File: src/rtl/adc_seq_pkg.sv
`timescale 1ns/1ps
package adc_seq_pkg;

    localparam int unsigned NUM_SH   = 4;
    localparam int unsigned RATE_W   = 5;
    localparam int unsigned NCH_W    = 3;
    localparam logic [15:0] WR_MASK  = 16'hE77F;

    typedef struct packed {
        logic [2:0]        vref;
        logic              scan_en;
        logic [1:0]        nch_sel;
        logic [RATE_W-1:0] rate;
        logic              split;
        logic              alt_en;
    } seq_cfg_t;

    function automatic seq_cfg_t cfg_from_word(logic [15:0] w);
        seq_cfg_t c;
        c.vref    = w[15:13];
        c.scan_en = w[10];
        c.nch_sel = w[9:8];
        c.rate    = w[6:2];
        c.split   = w[1];
        c.alt_en  = w[0];
        return c;
    endfunction

    function automatic logic [15:0] word_from_cfg(seq_cfg_t c, logic res12, logic half);
        logic [15:0] w;
        w        = '0;
        w[15:13] = c.vref;
        w[10]    = c.scan_en;
        w[9:8]   = res12 ? 2'b00 : c.nch_sel;
        w[7]     = half & c.split;
        w[6:2]   = c.rate;
        w[1]     = c.split;
        w[0]     = c.alt_en;
        return w;
    endfunction

    function automatic logic [NCH_W-1:0] chan_count(logic [1:0] sel, logic res12);
        if (res12 || sel == 2'b00) return NCH_W'(1);
        if (sel == 2'b01)          return NCH_W'(2);
        return NCH_W'(4);
    endfunction

endpackage

File: src/rtl/adc_seq_regs.sv
`timescale 1ns/1ps
module adc_seq_regs
    import adc_seq_pkg::*;
(
    input  logic        clk,
    input  logic        rst_n,
    input  logic        wr_en,
    input  logic [15:0] wdata,
    input  logic        res12,
    input  logic        fill_half,
    output seq_cfg_t    cfg,
    output logic [15:0] rdata
);
    seq_cfg_t cfg_d, cfg_q;

    always_comb begin
        cfg_d = cfg_q;
        if (wr_en) cfg_d = cfg_from_word(wdata);
    end

    always_ff @(posedge clk or negedge rst_n) begin
        if (!rst_n) cfg_q <= '0;
        else        cfg_q <= cfg_d;
    end

    assign cfg   = cfg_q;
    assign rdata = word_from_cfg(cfg_q, res12, fill_half);
endmodule

File: src/rtl/adc_seq_pacer.sv
`timescale 1ns/1ps
module adc_seq_pacer
    import adc_seq_pkg::*;
(
    input  logic              clk,
    input  logic              rst_n,
    input  logic              clear,
    input  logic              step,
    input  logic              dma_mode,
    input  logic [RATE_W-1:0] rate,
    output logic              period_end,
    output logic              irq,
    output logic              dma_inc
);
    typedef struct packed {
        logic [RATE_W-1:0] cnt;
        logic              irq;
        logic              dma;
    } pace_t;

    pace_t             s_d, s_q;
    logic [RATE_W-1:0] limit;

    always_comb begin
        limit      = dma_mode ? rate : {1'b0, rate[RATE_W-2:0]};
        period_end = step && (s_q.cnt == limit);
        s_d        = s_q;
        s_d.irq    = 1'b0;
        s_d.dma    = 1'b0;
        if (clear) begin
            s_d.cnt = '0;
        end else if (step) begin
            if (period_end) begin
                s_d.cnt = '0;
                s_d.irq = !dma_mode;
                s_d.dma = dma_mode;
            end else begin
                s_d.cnt = s_q.cnt + 1'b1;
            end
        end
    end

    always_ff @(posedge clk or negedge rst_n) begin
        if (!rst_n) s_q <= '0;
        else        s_q <= s_d;
    end

    assign irq     = s_q.irq;
    assign dma_inc = s_q.dma;
endmodule

File: src/rtl/adc_seq_scan.sv
`timescale 1ns/1ps
module adc_seq_scan #(
    parameter  int unsigned SCAN_N = 16,
    localparam int unsigned SEL_W  = $clog2(SCAN_N)
) (
    input  logic              clk,
    input  logic              rst_n,
    input  logic              clear_phase,
    input  logic              clear_ptr,
    input  logic              step,
    input  logic              scan_en,
    input  logic              alt_en,
    input  logic [SCAN_N-1:0] mask,
    input  logic [SEL_W-1:0]  sel_a,
    input  logic [SEL_W-1:0]  sel_b,
    output logic [SEL_W-1:0]  ch0_pos,
    output logic              phase_b
);
    typedef struct packed {
        logic [SEL_W-1:0] ptr;
        logic             ph_b;
    } scan_t;

    scan_t            s_d, s_q;
    logic             hit;
    logic [SEL_W-1:0] hit_pos;
    logic             scanning;

    always_comb begin
        hit     = 1'b0;
        hit_pos = '0;
        for (int k = 0; k < int'(SCAN_N); k++) begin
            int idx;
            idx = int'(s_q.ptr) + k;
            if (idx >= int'(SCAN_N)) idx = idx - int'(SCAN_N);
            if (!hit && mask[idx]) begin
                hit     = 1'b1;
                hit_pos = SEL_W'(idx);
            end
        end
    end

    always_comb begin
        scanning = scan_en && hit && !s_q.ph_b;
        s_d      = s_q;
        if (clear_phase) s_d.ph_b = 1'b0;
        if (clear_ptr) begin
            s_d.ptr = '0;
        end else if (step) begin
            if (scanning)
                s_d.ptr = (hit_pos == SEL_W'(SCAN_N - 1)) ? '0 : hit_pos + 1'b1;
            if (alt_en)
                s_d.ph_b = !s_q.ph_b;
        end
    end

    always_ff @(posedge clk or negedge rst_n) begin
        if (!rst_n) s_q <= '0;
        else        s_q <= s_d;
    end

    assign ch0_pos = s_q.ph_b ? sel_b : (scanning ? hit_pos : sel_a);
    assign phase_b = s_q.ph_b;
endmodule

File: src/rtl/adc_seq_bufaddr.sv
`timescale 1ns/1ps
module adc_seq_bufaddr
    import adc_seq_pkg::*;
#(
    parameter  int unsigned BUF_DEPTH = 256,
    localparam int unsigned AW        = $clog2(BUF_DEPTH)
) (
    input  logic             clk,
    input  logic             rst_n,
    input  logic             clear,
    input  logic             step,
    input  logic             period_end,
    input  logic [NCH_W-1:0] nch,
    input  logic             split,
    output logic [AW-1:0]    waddr,
    output logic             half
);
    typedef struct packed {
        logic [AW-1:0] off;
        logic          half;
    } buf_t;

    buf_t s_d, s_q;

    always_comb begin
        s_d = s_q;
        if (clear) begin
            s_d = '0;
        end else if (step) begin
            if (period_end) begin
                s_d.off  = '0;
                s_d.half = s_q.half ^ split;
            end else begin
                s_d.off  = s_q.off + AW'(nch);
            end
        end
    end

    always_ff @(posedge clk or negedge rst_n) begin
        if (!rst_n) s_q <= '0;
        else        s_q <= s_d;
    end

    assign waddr = split ? {s_q.half, s_q.off[AW-2:0]} : s_q.off;
    assign half  = s_q.half;
endmodule

File: src/rtl/adc_seq_ctrl.sv
`timescale 1ns/1ps
module adc_seq_ctrl
    import adc_seq_pkg::*;
#(
    parameter  int unsigned SCAN_N    = 16,
    parameter  int unsigned BUF_DEPTH = 256,
    localparam int unsigned SEL_W     = $clog2(SCAN_N),
    localparam int unsigned AW        = $clog2(BUF_DEPTH)
) (
    input  logic              clk,
    input  logic              rst_n,
    input  logic              cfg_wr,
    input  logic [15:0]       cfg_wdata,
    output logic [15:0]       cfg_rdata,
    input  logic              res12_mode,
    input  logic              dma_mode,
    input  logic [SCAN_N-1:0] scan_mask,
    input  logic [SEL_W-1:0]  ch0_sel_a,
    input  logic [SEL_W-1:0]  ch0_sel_b,
    input  logic              conv_done,
    output logic [NUM_SH-1:0] ch_en,
    output logic [SEL_W-1:0]  ch0_pos,
    output logic              use_sample_b,
    output logic [AW-1:0]     buf_waddr,
    output logic              irq,
    output logic              dma_inc
);
    seq_cfg_t         cfg;
    logic             mode_d, mode_q;
    logic             mode_flip;
    logic             step;
    logic             period_end;
    logic             fill_half;
    logic [NCH_W-1:0] nch;

    always_comb begin
        mode_d    = dma_mode;
        mode_flip = (dma_mode != mode_q);
        step      = conv_done && !cfg_wr && !mode_flip;
        nch       = chan_count(cfg.nch_sel, res12_mode);
    end

    always_ff @(posedge clk or negedge rst_n) begin
        if (!rst_n) mode_q <= 1'b0;
        else        mode_q <= mode_d;
    end

    generate
        for (genvar g = 0; g < int'(NUM_SH); g++) begin : g_chen
            assign ch_en[g] = (NCH_W'(g) < nch);
        end
    endgenerate

    adc_seq_regs u_regs (
        .clk       (clk),
        .rst_n     (rst_n),
        .wr_en     (cfg_wr),
        .wdata     (cfg_wdata),
        .res12     (res12_mode),
        .fill_half (fill_half),
        .cfg       (cfg),
        .rdata     (cfg_rdata)
    );

    adc_seq_pacer u_pacer (
        .clk        (clk),
        .rst_n      (rst_n),
        .clear      (cfg_wr || mode_flip),
        .step       (step),
        .dma_mode   (dma_mode),
        .rate       (cfg.rate),
        .period_end (period_end),
        .irq        (irq),
        .dma_inc    (dma_inc)
    );

    adc_seq_scan #(.SCAN_N(SCAN_N)) u_scan (
        .clk         (clk),
        .rst_n       (rst_n),
        .clear_phase (cfg_wr),
        .clear_ptr   (cfg_wr || mode_flip),
        .step        (step),
        .scan_en     (cfg.scan_en),
        .alt_en      (cfg.alt_en),
        .mask        (scan_mask),
        .sel_a       (ch0_sel_a),
        .sel_b       (ch0_sel_b),
        .ch0_pos     (ch0_pos),
        .phase_b     (use_sample_b)
    );

    adc_seq_bufaddr #(.BUF_DEPTH(BUF_DEPTH)) u_buf (
        .clk        (clk),
        .rst_n      (rst_n),
        .clear      (cfg_wr),
        .step       (step),
        .period_end (period_end),
        .nch        (nch),
        .split      (cfg.split),
        .waddr      (buf_waddr),
        .half       (fill_half)
    );
endmodule

File: config.mk
export PLATFORM = sky130hd
export DESIGN_NAME = adc_seq_ctrl
export DESIGN_NICKNAME = d
export VERILOG_FILES = /design/src/rtl/adc_seq_pkg.sv /design/src/rtl/adc_seq_regs.sv /design/src/rtl/adc_seq_pacer.sv /design/src/rtl/adc_seq_scan.sv /design/src/rtl/adc_seq_bufaddr.sv /design/src/rtl/adc_seq_ctrl.sv
export SDC_FILE = /design/constraint.sdc
export NUM_CORES = 1
export LEC_CHECK = 0
export ABC_CLOCK_PERIOD_IN_PS = 5600
export CAP_MARGIN = 0
export CORE_MARGIN = 2
export CORE_UTILIZATION = 50
export CTS_BUF_LIST = sky130_fd_sc_hd__clkbuf_4 sky130_fd_sc_hd__clkbuf_8 sky130_fd_sc_hd__clkbuf_16
export DETAILED_ROUTE_END_ITERATION = 6
export PLACE_DENSITY_LB_ADDON = 0.08
export SYNTH_ARGS = -nofsm -noshare
export SYNTH_HDL_FRONTEND = slang
export SYNTH_SLANG_ARGS = --single-unit
export TNS_END_PERCENT = 10
File: constraint.sdc
create_clock -name clk -period 5.6 [get_ports clk]
set_input_delay 1.12 -clock clk [delete_from_list [all_inputs] [get_ports clk]]
set_output_delay 1.12 -clock clk [all_outputs]
set_load 0.05 [all_outputs]
# == Word-level counts from Yosys, hierarchy flattened ==
# Cells that the tools add are included.
# word_totals
romBits,0
ram_bits,0
mem_count,0
latchBits,0
input_bits,46
register_bits,35
# op_classes
mux,124
multipliers,0
n_addsub,34
n_reduce_logical,48
bitwise_logic,2
div,0
n_lt_le_gt_ge,36
eq_ne,4
shifts,0
# op_table
cell,n
$lt 32x6->1 const B,16
$mux 32,16
$ge 32x6->1 const B,15
$sub 32x6->32 const B,15
$mux 4,21
$bmux 1 s4,16
$mux 1,55
$add 4x4->5 const B,8
$add 4x3->5 const B,4
$logic_and 1x1->1,20
$mux 5,4
$logic_not 1->1,19
$mux 9,2
$mux 8,2
$mux 3,4
$add 4x2->5 const B,2
$add 8x3->8,1
$reduce_bool 2->1,4
$mux 7,1
$lt 1x3->1 const A,2
$lt 2x3->1 const A,2
$mux 2,3
$sub 4x5->6 const B,1
$add 4x1->5 const B,1
other kinds (12),14

# == Depth between registers and ports, before layout ==
# Gate-level depths: netlist of the first run.
# depth
ltp_word,56
mapped_depth,20

# == Cells and area by module ==
# Synthesis of the first run repeated with hierarchy kept, for this count alone.
# hier_totals
hier_cells,462
area_unflattened_um2,4523.1
# by_module_without_submodules
module,cells_per_inst,n_inst,area_each_um2
adc_seq_scan,306,1,2787.7
adc_seq_regs,44,1,640.6
adc_seq_bufaddr,63,1,596.8
adc_seq_pacer,36,1,395.4
adc_seq_ctrl,13,1,102.6

# == Worst setup path before layout of the first run ==
# OpenSTA, ideal clock, no wires.
# synth_path
kind,register -> output
from,register u_scan.s_q[3] in the netlist's numbering
to,output ch0_pos[0]
stages_incl_launch_ff,17
required_ns,4.480
slack_ns,-0.886
arrival_time_ns,5.366
path_buffers,4
path_cell_list,dfrtp_1 buf_2 clkbuf_1 clkinv_1 ha_1 buf_1 mux4_2 mux2i_1 mux2i_1 or4_4 buf_6 or2_4 o221ai_1 o21ai_0 nand2_1 mux2i_1 o21ai_0
# synth_via
elab_chain_cells,55
elab_cells_between_ends,177
classes_between,31 x add/sub; 16 x order compare; 98 x mux; 32 x reduce/logical
# synth_rtl
item,line,text
"start, declared",adc_seq_scan.sv:24,"scan_t s_d, s_q;"
"start signal, assigned",adc_seq_scan.sv:58,if (!rst_n) s_q <= '0;
"start signal, assigned",adc_seq_scan.sv:59,else s_q <= s_d;
branches (longest 53 deep; another with $sub 32x6->32),-,
$mux 4 (*) (2 in a row),adc_seq_scan.sv:62,assign ch0_pos = s_q.ph_b ? sel_b : (scanning ? hit_pos : sel_a);
"end, declared",adc_seq_ctrl.sv:22,"output logic [SEL_W-1:0] ch0_pos,"
# Mark *: on every way between the ends. The select of a mux whose other input is x is not followed.

# == Worst setup path in the final report of the first run ==
# layout_path
from,input scan_mask[15]
to,output ch0_pos[2]
# layout_via
elab_chain_cells,53
elab_cells_between_ends,114
classes_between,82 x mux; 32 x reduce/logical
# layout_rtl
item,line,text
"start, declared",adc_seq_ctrl.sv:17,"input logic [SCAN_N-1:0] scan_mask,"
$bmux 1 s4,adc_seq_scan.sv:36,if (!hit && mask[idx]) begin
$mux 1 (not written as such) (2 in a row),adc_seq_scan.sv:36,
$mux 1,adc_seq_scan.sv:36,
$logic_not 1->1,adc_seq_scan.sv:36,
$logic_and 1x1->1,adc_seq_scan.sv:36,
$mux 1,adc_seq_scan.sv:36,
$logic_not 1->1,adc_seq_scan.sv:36,
$logic_and 1x1->1,adc_seq_scan.sv:36,
(+34 left out),-,
$logic_not 1->1,adc_seq_scan.sv:36,
$logic_and 1x1->1,adc_seq_scan.sv:36,
$mux 1,adc_seq_scan.sv:36,
$logic_not 1->1,adc_seq_scan.sv:36,
$logic_and 1x1->1,adc_seq_scan.sv:36,
$mux 1,adc_seq_scan.sv:36,
$logic_and 1x1->1 (2 in a row),adc_seq_scan.sv:44,scanning = scan_en && hit && !s_q.ph_b;
$mux 4 (*) (2 in a row),adc_seq_scan.sv:62,
# Mark *: on every way between the ends. The rest lies on a longest branch, timed or not. The select of a mux whose other input is x is not followed.

==> qor.txt, run 1 <==
YOSYS
--------------------------------------------------------------------------------------
Area share of the largest cell type after synthesis                             18.75%
Leading cell types by total area after synthesis                          sky130_fd_sc_hd__dfrtp_1 (19%), sky130_fd_sc_hd__mux4_2 (15%), sky130_fd_sc_hd__mux2i_1 (8.6%), sky130_fd_sc_hd__mux2_2 (7.2%), sky130_fd_sc_hd__buf_4 (3.9%)
Synthesis warning total                                                              0
Sequential share of the synthesized area                                        18.75%
Post-synthesis instance total                                                      490
Number of distinct standard cells referenced by the synthesized netlist             74
Flops & latches, synth                                                              35
Netlist Area Pre-Place                                                        4672 µm²
Share of synthesized registers carrying an async set or reset                   100.0%
Cell type with the highest aggregate area in the netlist                  sky130_fd_sc_hd__dfrtp_1
Number of enable-type register cells in the synthesized netlist                      0
Avg Synthesized Cell Area                                                    9.535 µm²
Primary flip-flop cell chosen by synthesis mapping                        sky130_fd_sc_hd__dfrtp_1

CLOCK TREE
--------------------------------------------------------------------------------------
Maximum level of the CTS H-tree                                                      2
Clock insertion delay at the later pin of the skew report                       290 ps
Reg clk slew, reported paths                                                     70 ps
Clk Tree Root Cell                                                        sky130_fd_sc_hd__clkbuf_8
Number of buffers inserted during clock tree synthesis                               5
Buffer levels on the longest clock path                                              2
CTS tree                                                                           yes
Clk sinks                                                                           35

GLOBAL ROUTING
--------------------------------------------------------------------------------------
Largest net degree at the start of global routing                                   37
First-pass GRT wire length                                                   22,900 µm
GRT Resource Usage Total                                                        28.46%
Overflow left after global routing                                                   0
Via count of the first global-routing pass                                       4,471
Number of antenna violations at the first check in global routing                    0

PLACEMENT
--------------------------------------------------------------------------------------
Final Wtd Congestion                                                            0.9865
Half-perimeter wire length after placement                                   11,060 µm
IO Port Bufs                                                                        74

LAYOUT
--------------------------------------------------------------------------------------
Most frequent standard cell in the layout excluding fill and tap cells    sky130_fd_sc_hd__buf_4
Most used cells in the layout excluding fill and tap cells                sky130_fd_sc_hd__buf_4 (104), sky130_fd_sc_hd__clkdlybuf4s50_1 (53), sky130_fd_sc_hd__nand2_1 (40), sky130_fd_sc_hd__mux2i_1 (37), sky130_fd_sc_hd__dfrtp_1 (35)
Fraction of layout instances using a drive strength above 1                     37.40%
Filler Cell Count                                                                  744
Layout Area Growth over Synthesis                                               35.56%
Total inserted antenna cells                                                         0
Final layout net count                                                             690
Final core occ                                                                  69.20%

CRITICAL PATH
--------------------------------------------------------------------------------------
Type of the setup path with the least slack                                  in -> out
Biggest fanout along the worst timing path                                           5
Required time reported for the critical path endpoint                          4480 ps
Critical Path End Type                                                     output port
Launching element of the worst setup path                                 scan_mask[15]
Reg2Reg Depth                                                                       15
Launch instance of the worst register-to-register path                    u_scan.s_q[1]
Highest-delay cell along the critical path                                sky130_fd_sc_hd__mux4_2
List of cells traversed by the critical path                              clkdlybuf4s15_1 -> mux4_2 -> mux4_2 -> or2_4 -> or4_4 -> or2_4 -> a211oi_2 -> a311oi_1 -> a21oi_2 -> mux2i_2 -> o21ai_4 -> buf_12
Crit path largest cell delay                                                    540 ps
Crit path DAT                                                                  4370 ps
Critical Path Source Type                                                 primary input

TIMING
--------------------------------------------------------------------------------------
Setup repair after global routing missed its margin                              false
Post-layout min period                                                         5491 ps
Final Setup Violations                                                               0
Max Clock Skew                                                                9.774 ps
Highest clock frequency the design can meet                                  182.1 MHz
Post-Route Hold Slack                                                         505.2 ps
Remaining max-slew budget at the tightest pin                                   39.37%
Worst-Margin Slew                                                             909.5 ps
Fraction of the cycle the final worst path needs                                98.05%
Max-slew violation count                                                             0
Number of hold violations in the final report                                        0

DETAILED ROUTING
--------------------------------------------------------------------------------------
WL per Instance                                                               19.50 µm
Total number of vias                                                             4,608
Detailed Route Iter0 Violations                                                    304
Total detailed-routing wirelength                                            14,470 µm
Via-to-Cell Ratio                                                                6.210
Antenna Violating Nets Remaining                                                     0
Detailed-route DRC error count                                                       0
Number of iterations in the first detailed-routing pass                              5

FLOORPLAN
--------------------------------------------------------------------------------------
Initial Util                                                                    51.05%
Number of placement rows                                                            35
Ports placed on the boundary                                                        81
Area of the die                                                             10,130 µm²
Width of the die                                                              100.7 µm
Area of the core region                                                       9153 µm²
Die Y                                                                         100.7 µm

POWER AND IR DROP
--------------------------------------------------------------------------------------
Leakage                                                                       2.630 nW
Design Power                                                                  1.209 mW
Power density over cell area                                              191.0 nW/µm²
Maximum vdd drop                                                             0.1661 mV

HOLD PATH
--------------------------------------------------------------------------------------
Hold Path Cell Cnt                                                                   1
Start point of the worst hold path                                        u_regs.cfg[7]
Path type of the worst min-delay path                                       reg -> reg

FLOW RUN
--------------------------------------------------------------------------------------
Max capacitance violation total                                                      0

STATUS
--------------------------------------------------------------------------------------
Result of the run                                                         finished clean

==> power by group <==
group	internal, mW	switching [mW]
Sequential	0.266	0.0136
Combinational	0.306	0.350
Clock	0.178	0.0958
==> layer usage <==
| metal | wire (µm) | vias to the layer above | global-route usage (%) |
|---|---|---|---|
| met5 | 0 | - | 0 |
| met4 | 306 | 0 | 6.217 |
| met3 | 1049 | 32 | 5.479 |
| met2 | 6906 | 196 | 46.05 |
| met1 | 6206 | 2250 | 39.75 |
| li1 | - | 2130 | - |
==> logic make-up (layout without fill, tap and decap cells) <==
family,count (synthesis),after routing,synth area share [%]
adders and majority gates,14,14,3.910
AOI/OAI and AO/OA,106,106,16.04
other,2,3,0.1607
and+or+nand+nor,143,143,15.75
DFF,35,35,18.75
xor gates and xnor gates,24,24,4.499
muxes,106,106,32.70
buffers and inverters,60,200,8.195
==> cells in the mapped netlist, types with 3 or more instances <==
cell                        count
sky130_fd_sc_hd__mux2i_1       40
sky130_fd_sc_hd__nand2_1       40
sky130_fd_sc_hd__dfrtp_1       35
sky130_fd_sc_hd__mux4_2        32
sky130_fd_sc_hd__mux2_2        30
sky130_fd_sc_hd__nand3_1       25
sky130_fd_sc_hd__buf_4         24
sky130_fd_sc_hd__nor2_1        23
sky130_fd_sc_hd__a21oi_1       22
sky130_fd_sc_hd__o21ai_0       20
sky130_fd_sc_hd__xnor2_1       16
sky130_fd_sc_hd__ha_1          13
sky130_fd_sc_hd__nor2b_1        9
sky130_fd_sc_hd__buf_6          8
sky130_fd_sc_hd__clkbuf_1       8
sky130_fd_sc_hd__inv_1          8
sky130_fd_sc_hd__xor2_1         8
sky130_fd_sc_hd__nand2b_1       7
sky130_fd_sc_hd__nor3_1         7
sky130_fd_sc_hd__buf_2          6
sky130_fd_sc_hd__nand4_1        5
sky130_fd_sc_hd__o22ai_1        5
sky130_fd_sc_hd__a221oi_1       4
sky130_fd_sc_hd__a22o_1         4
sky130_fd_sc_hd__a31oi_1        4
sky130_fd_sc_hd__and3_1         4
sky130_fd_sc_hd__nor4_1         4
sky130_fd_sc_hd__or2_2          4
sky130_fd_sc_hd__a211o_1        3
sky130_fd_sc_hd__a21boi_0       3
sky130_fd_sc_hd__and2_1         3
sky130_fd_sc_hd__buf_1          3
sky130_fd_sc_hd__clkinv_1       3
sky130_fd_sc_hd__o2111ai_1      3
sky130_fd_sc_hd__o22a_1         3
sky130_fd_sc_hd__o31ai_1        3
==> path summary, 6_finish.rpt <==
check / end / slack [ps]
min in group asynchronous: u_regs.cfg[1] / 890
setup / recovery: ch0_pos[2] / 110
hold reg to reg: u_regs.cfg[7] / 510
max in group asynchronous: u_regs.cfg[3] / 4220
hold / removal: u_regs.cfg[7] / 510
setup reg to reg: u_scan.s_q[1] / 1240
==> cell type report <==
cell class / instances / area (µm²) / share of cell area (%)
clock buffers: 5 / 68.82 / 1.087
clock inverters: 3 / 67.56 / 1.067
inverters: 11 / 42.54 / 0.6717
multi-input cells: 396 / 3591 / 56.70
flip-flops and latches: 35 / 875.8 / 13.83
well taps: 111 / 138.9 / 2.193
repair buffers: 181 / 1549 / 24.46
==> critical path: cells and delay by family <==
family	cells	cell delay [ps]
muxes	3	1160
and+or+nand+nor	3	1050
AOI/OAI and AO/OA	4	650
buffers and inverters	2	400
==> per-stage QoR <==
stage | cells | cell area [µm²] | setup TNS [ps] | setup slack [ps]
4_1_cts | 737 | 6255 | -11.40 | -11.40
2_1_floorplan | 491 | 4730 | 0 | 21.38
3_5_place_dp | 725 | 6033 | -966.8 | -325.6
5_1_grt | 742 | 6334 | 0 | 0.6017
3_3_place_gp | 725 | 6033 | -792.2 | -255.8
6_report | 742 | 6334 | 0 | 109.3
==> timing repair <==
action | CTS | global route
gates resized for setup | 37 | 37
endpoints found under the setup margin | 4 | 4
cloned | 0 | 0
hold buffers | 0 | 0
pin swaps | 6 | 10
setup buffers | 4 | 5
==> state kept, by name (all words and copies together), names as in the netlist <==
signal / count
u_pacer.irq: 1
u_scan.phase_b: 1
u_scan.s_q: 4
u_pacer.s_q: 5
u_pacer.dma_inc: 1
u_regs.cfg: 13
u_buf.half: 1
mode_q: 1
u_buf.s_q: 8
No activity file was read; power rests on OpenSTA's default activity.
==> run 2: changes to the inputs <==
--- a/config.mk
+++ b/config.mk
@@ -8,9 +8,10 @@
 export ABC_CLOCK_PERIOD_IN_PS = 5600
 export CAP_MARGIN = 0
 export CORE_MARGIN = 2
-export CORE_UTILIZATION = 50
+export CORE_UTILIZATION = 55
 export CTS_BUF_LIST = sky130_fd_sc_hd__clkbuf_4 sky130_fd_sc_hd__clkbuf_8 sky130_fd_sc_hd__clkbuf_16
 export DETAILED_ROUTE_END_ITERATION = 6
+export DONT_BUFFER_PORTS = 1
 export PLACE_DENSITY_LB_ADDON = 0.08
 export SYNTH_ARGS = -nofsm -noshare
 export SYNTH_HDL_FRONTEND = slang
==> run 2 against run 1 <==
Compared with the run above: clock skew fell by 1.8 ps; critical path depth did not move; sequential cell count did not move; count of clock-buffer cells in the layout did not move; largest cell class unchanged; worst setup slack improved by 4.0 ps; clock power fell by 36%.
==> qor.txt, run 2 (synthesis results as in run 1) <==
FLOORPLAN
-------------------------------------------------------------------------------------
Width of the die                                                             96.17 µm
Area of the core region                                                      8217 µm²
Die Y                                                                        96.17 µm
Initial Util                                                                   56.86%
Area of the die                                                              9248 µm²
Ports placed on the boundary                                                       81
Number of placement rows                                                           33

LAYOUT
-------------------------------------------------------------------------------------
Filler Cell Count                                                                 707
Fraction of layout instances using a drive strength above 1                    31.81%
Register cell area after layout                                             878.3 µm²
Layout Area Growth over Synthesis                                              10.31%
Combined area of the multi-input logic cells                                 3532 µm²
Total inserted antenna cells                                                        0
Number of non-filler instances in the completed layout                            608
Number of flip-flops under the largest register name                               13
Final layout net count                                                            562
Final core occ                                                                 62.72%
Most frequent standard cell in the layout excluding fill and tap cells   sky130_fd_sc_hd__buf_4
Most used cells in the layout excluding fill and tap cells               sky130_fd_sc_hd__buf_4 (45), sky130_fd_sc_hd__nand2_1 (40), sky130_fd_sc_hd__mux2i_1 (39), sky130_fd_sc_hd__mux4_2 (33), sky130_fd_sc_hd__dfrtp_1 (33)

TIMING
-------------------------------------------------------------------------------------
Worst-Margin Slew                                                             1007 ps
Max-slew violation count                                                            0
Max Clock Skew                                                               7.950 ps
Highest clock frequency the design can meet                                 182.3 MHz
Remaining max-slew budget at the tightest pin                                  32.71%
Post-layout min period                                                        5487 ps
Setup TNS                                                                        0 ps
Number of hold violations in the final report                                       0
Setup repair after global routing missed its margin                             false
Fraction of the cycle the final worst path needs                               97.98%
Final Setup Violations                                                              0

CRITICAL PATH
-------------------------------------------------------------------------------------
Highest-delay cell along the critical path                               sky130_fd_sc_hd__or4_4
List of cells traversed by the critical path                             mux4_2 -> mux2i_2 -> o32ai_1 -> or2_4 -> or4_4 -> or2_4 -> o221ai_1 -> o21ai_0 -> nand2_1 -> mux2i_1 -> o21ai_2 -> buf_12
Worst path top cell family by delay                                      simple AND/OR/NAND/NOR gates
Crit path DAT                                                                 4370 ps
Required time reported for the critical path endpoint                         4480 ps
Launching element of the worst setup path                                scan_mask[14]
Count of buffering cells on the critical path with inverters included               1
Crit path largest cell delay                                                   610 ps
Launch instance of the worst register-to-register path                   u_scan.s_q[1]
Critical Path End Type                                                    output port
Type of the setup path with the least slack                                 in -> out
Most frequent cell on the critical path                                  sky130_fd_sc_hd__or2_4
Biggest fanout along the worst timing path                                          9
Critical Path Source Type                                                primary input

PLACEMENT
-------------------------------------------------------------------------------------
IO Port Bufs                                                                        0
Half-perimeter wire length after placement                                    9936 µm
Number of instances in the placed design                                          587
Final Wtd Congestion                                                           0.9296

DETAILED ROUTING
-------------------------------------------------------------------------------------
WL per Instance                                                              22.13 µm
Total detailed-routing wirelength                                           13,450 µm
Via-to-Cell Ratio                                                               6.785
Antenna Violating Nets Remaining                                                    0
Number of iterations in the first detailed-routing pass                             5
Total number of vias                                                            4,125
Detailed Route Iter0 Violations                                                   314
Detailed-route DRC error count                                                      0

GLOBAL ROUTING
-------------------------------------------------------------------------------------
Largest net degree at the start of global routing                                  36
Overflow left after global routing                                                  0
Via count of the first global-routing pass                                      3,930
First-pass GRT wire length                                                  20,450 µm
GRT Resource Usage Total                                                       28.80%
Number of antenna violations at the first check in global routing                   0

CLOCK TREE
-------------------------------------------------------------------------------------
Clk Tree Root Cell                                                       sky130_fd_sc_hd__clkbuf_8
Clk sinks                                                                          35
Buffer levels on the longest clock path                                             2
CTS tree                                                                          yes
Number of buffers inserted during clock tree synthesis                              5
Maximum level of the CTS H-tree                                                     2
Reg clk slew, reported paths                                                    70 ps
Clock insertion delay at the later pin of the skew report                      290 ps
Count of hold buffers inserted by post-cts repair                                   0

FLOW RUN
-------------------------------------------------------------------------------------
Max capacitance violation total                                                     0

POWER AND IR DROP
-------------------------------------------------------------------------------------
Design Power                                                                0.9677 mW
Leakage                                                                      2.036 nW
Maximum vdd drop                                                            0.1436 mV
Power density over cell area                                             187.8 nW/µm²

STATUS
-------------------------------------------------------------------------------------
Result of the run                                                        finished clean

HOLD PATH
-------------------------------------------------------------------------------------
Path type of the worst min-delay path                                      reg -> reg
Start point of the worst hold path                                       u_regs.cfg[7]

run 2: final timing paths:
kind / endpoint / slack [ps] / cells past startpoint
min: u_regs.cfg[7] / 510 / 1
max reg2reg: u_scan.s_q[1] / 1340 / 13
min reg2reg: u_regs.cfg[7] / 510 / 1
max in group asynchronous: u_scan.s_q[1] / 4990 / 0
min in group asynchronous: u_regs.cfg[1] / 520 / 0
max: ch0_pos[0] / 110 / 12
run 2: where the power goes:
| part | internal, mW | switching (mW) |
|---|---|---|
| Combinational | 0.215 | 0.261 |
| Sequential | 0.265 | 0.0510 |
| Clock | 0.0851 | 0.0908 |
run 2: cell type report:
cell class / count / share of cell area (%)
Clock buffer: 5 / 1.335
Clock inverter: 3 / 0.2913
Inverter: 11 / 0.8254
Multi-Input combinational cell: 397 / 68.54
Sequential cell: 35 / 17.04
Tap cell: 105 / 2.549
Timing Repair Buffer: 52 / 9.420
run 2: worst register-to-register path, cell delays in order, from the launching register on:
cell	delay [ps]
sky130_fd_sc_hd__dfrtp_2	420
sky130_fd_sc_hd__buf_4	190
sky130_fd_sc_hd__buf_16	180
sky130_fd_sc_hd__mux4_2	580
sky130_fd_sc_hd__mux4_2	510
sky130_fd_sc_hd__or2_4	280
sky130_fd_sc_hd__or4_4	620
sky130_fd_sc_hd__or2_4	310
sky130_fd_sc_hd__o221ai_1	220
sky130_fd_sc_hd__o21ai_0	120
sky130_fd_sc_hd__nand2_1	170
sky130_fd_sc_hd__ha_1	240
sky130_fd_sc_hd__a311oi_1	110
sky130_fd_sc_hd__o21a_1	210
run 2: per-stage QoR:
step                      hold slack [ps]  cell area [µm²]  setup WS, ps
after floorplan                     472.7             4730         21.38
after global placement              488.6             4867         157.9
after detailed placement            492.4             4867         98.40
after CTS                           508.9             4980         65.11
after global routing                501.7             5154         35.36
final                               505.2             5154         113.3
run 2: routing by layer:
metal / vias to the layer above / GRT usage [%] / wire length, µm
li1: 1884 / - / -
met1: 2018 / 42.30 / 5929
met2: 204 / 44.56 / 6191
met3: 19 / 5.638 / 1133
met4: 0 / 5.238 / 199
met5: - / 0 / 0
run 2: repair_timing:
item / 4_1_cts / 5_1_grt
setup buffers: 2 / 9
setup endpoints to repair: 1 / 3
gates cloned: 0 / 2
resized for setup: 2 / 17
pin swaps: 2 / 3
==> run 3: changes to the inputs <==
--- a/config.mk
+++ b/config.mk
@@ -13,6 +13,7 @@
 export DETAILED_ROUTE_END_ITERATION = 6
 export DONT_BUFFER_PORTS = 1
 export PLACE_DENSITY_LB_ADDON = 0.08
+export SETUP_SLACK_MARGIN = 0.02
 export SYNTH_ARGS = -nofsm -noshare
 export SYNTH_HDL_FRONTEND = slang
 export SYNTH_SLANG_ARGS = --single-unit
==> results of run 3 <==
Same layout as run 2: the final DEF is identical, and so are final timing and power.
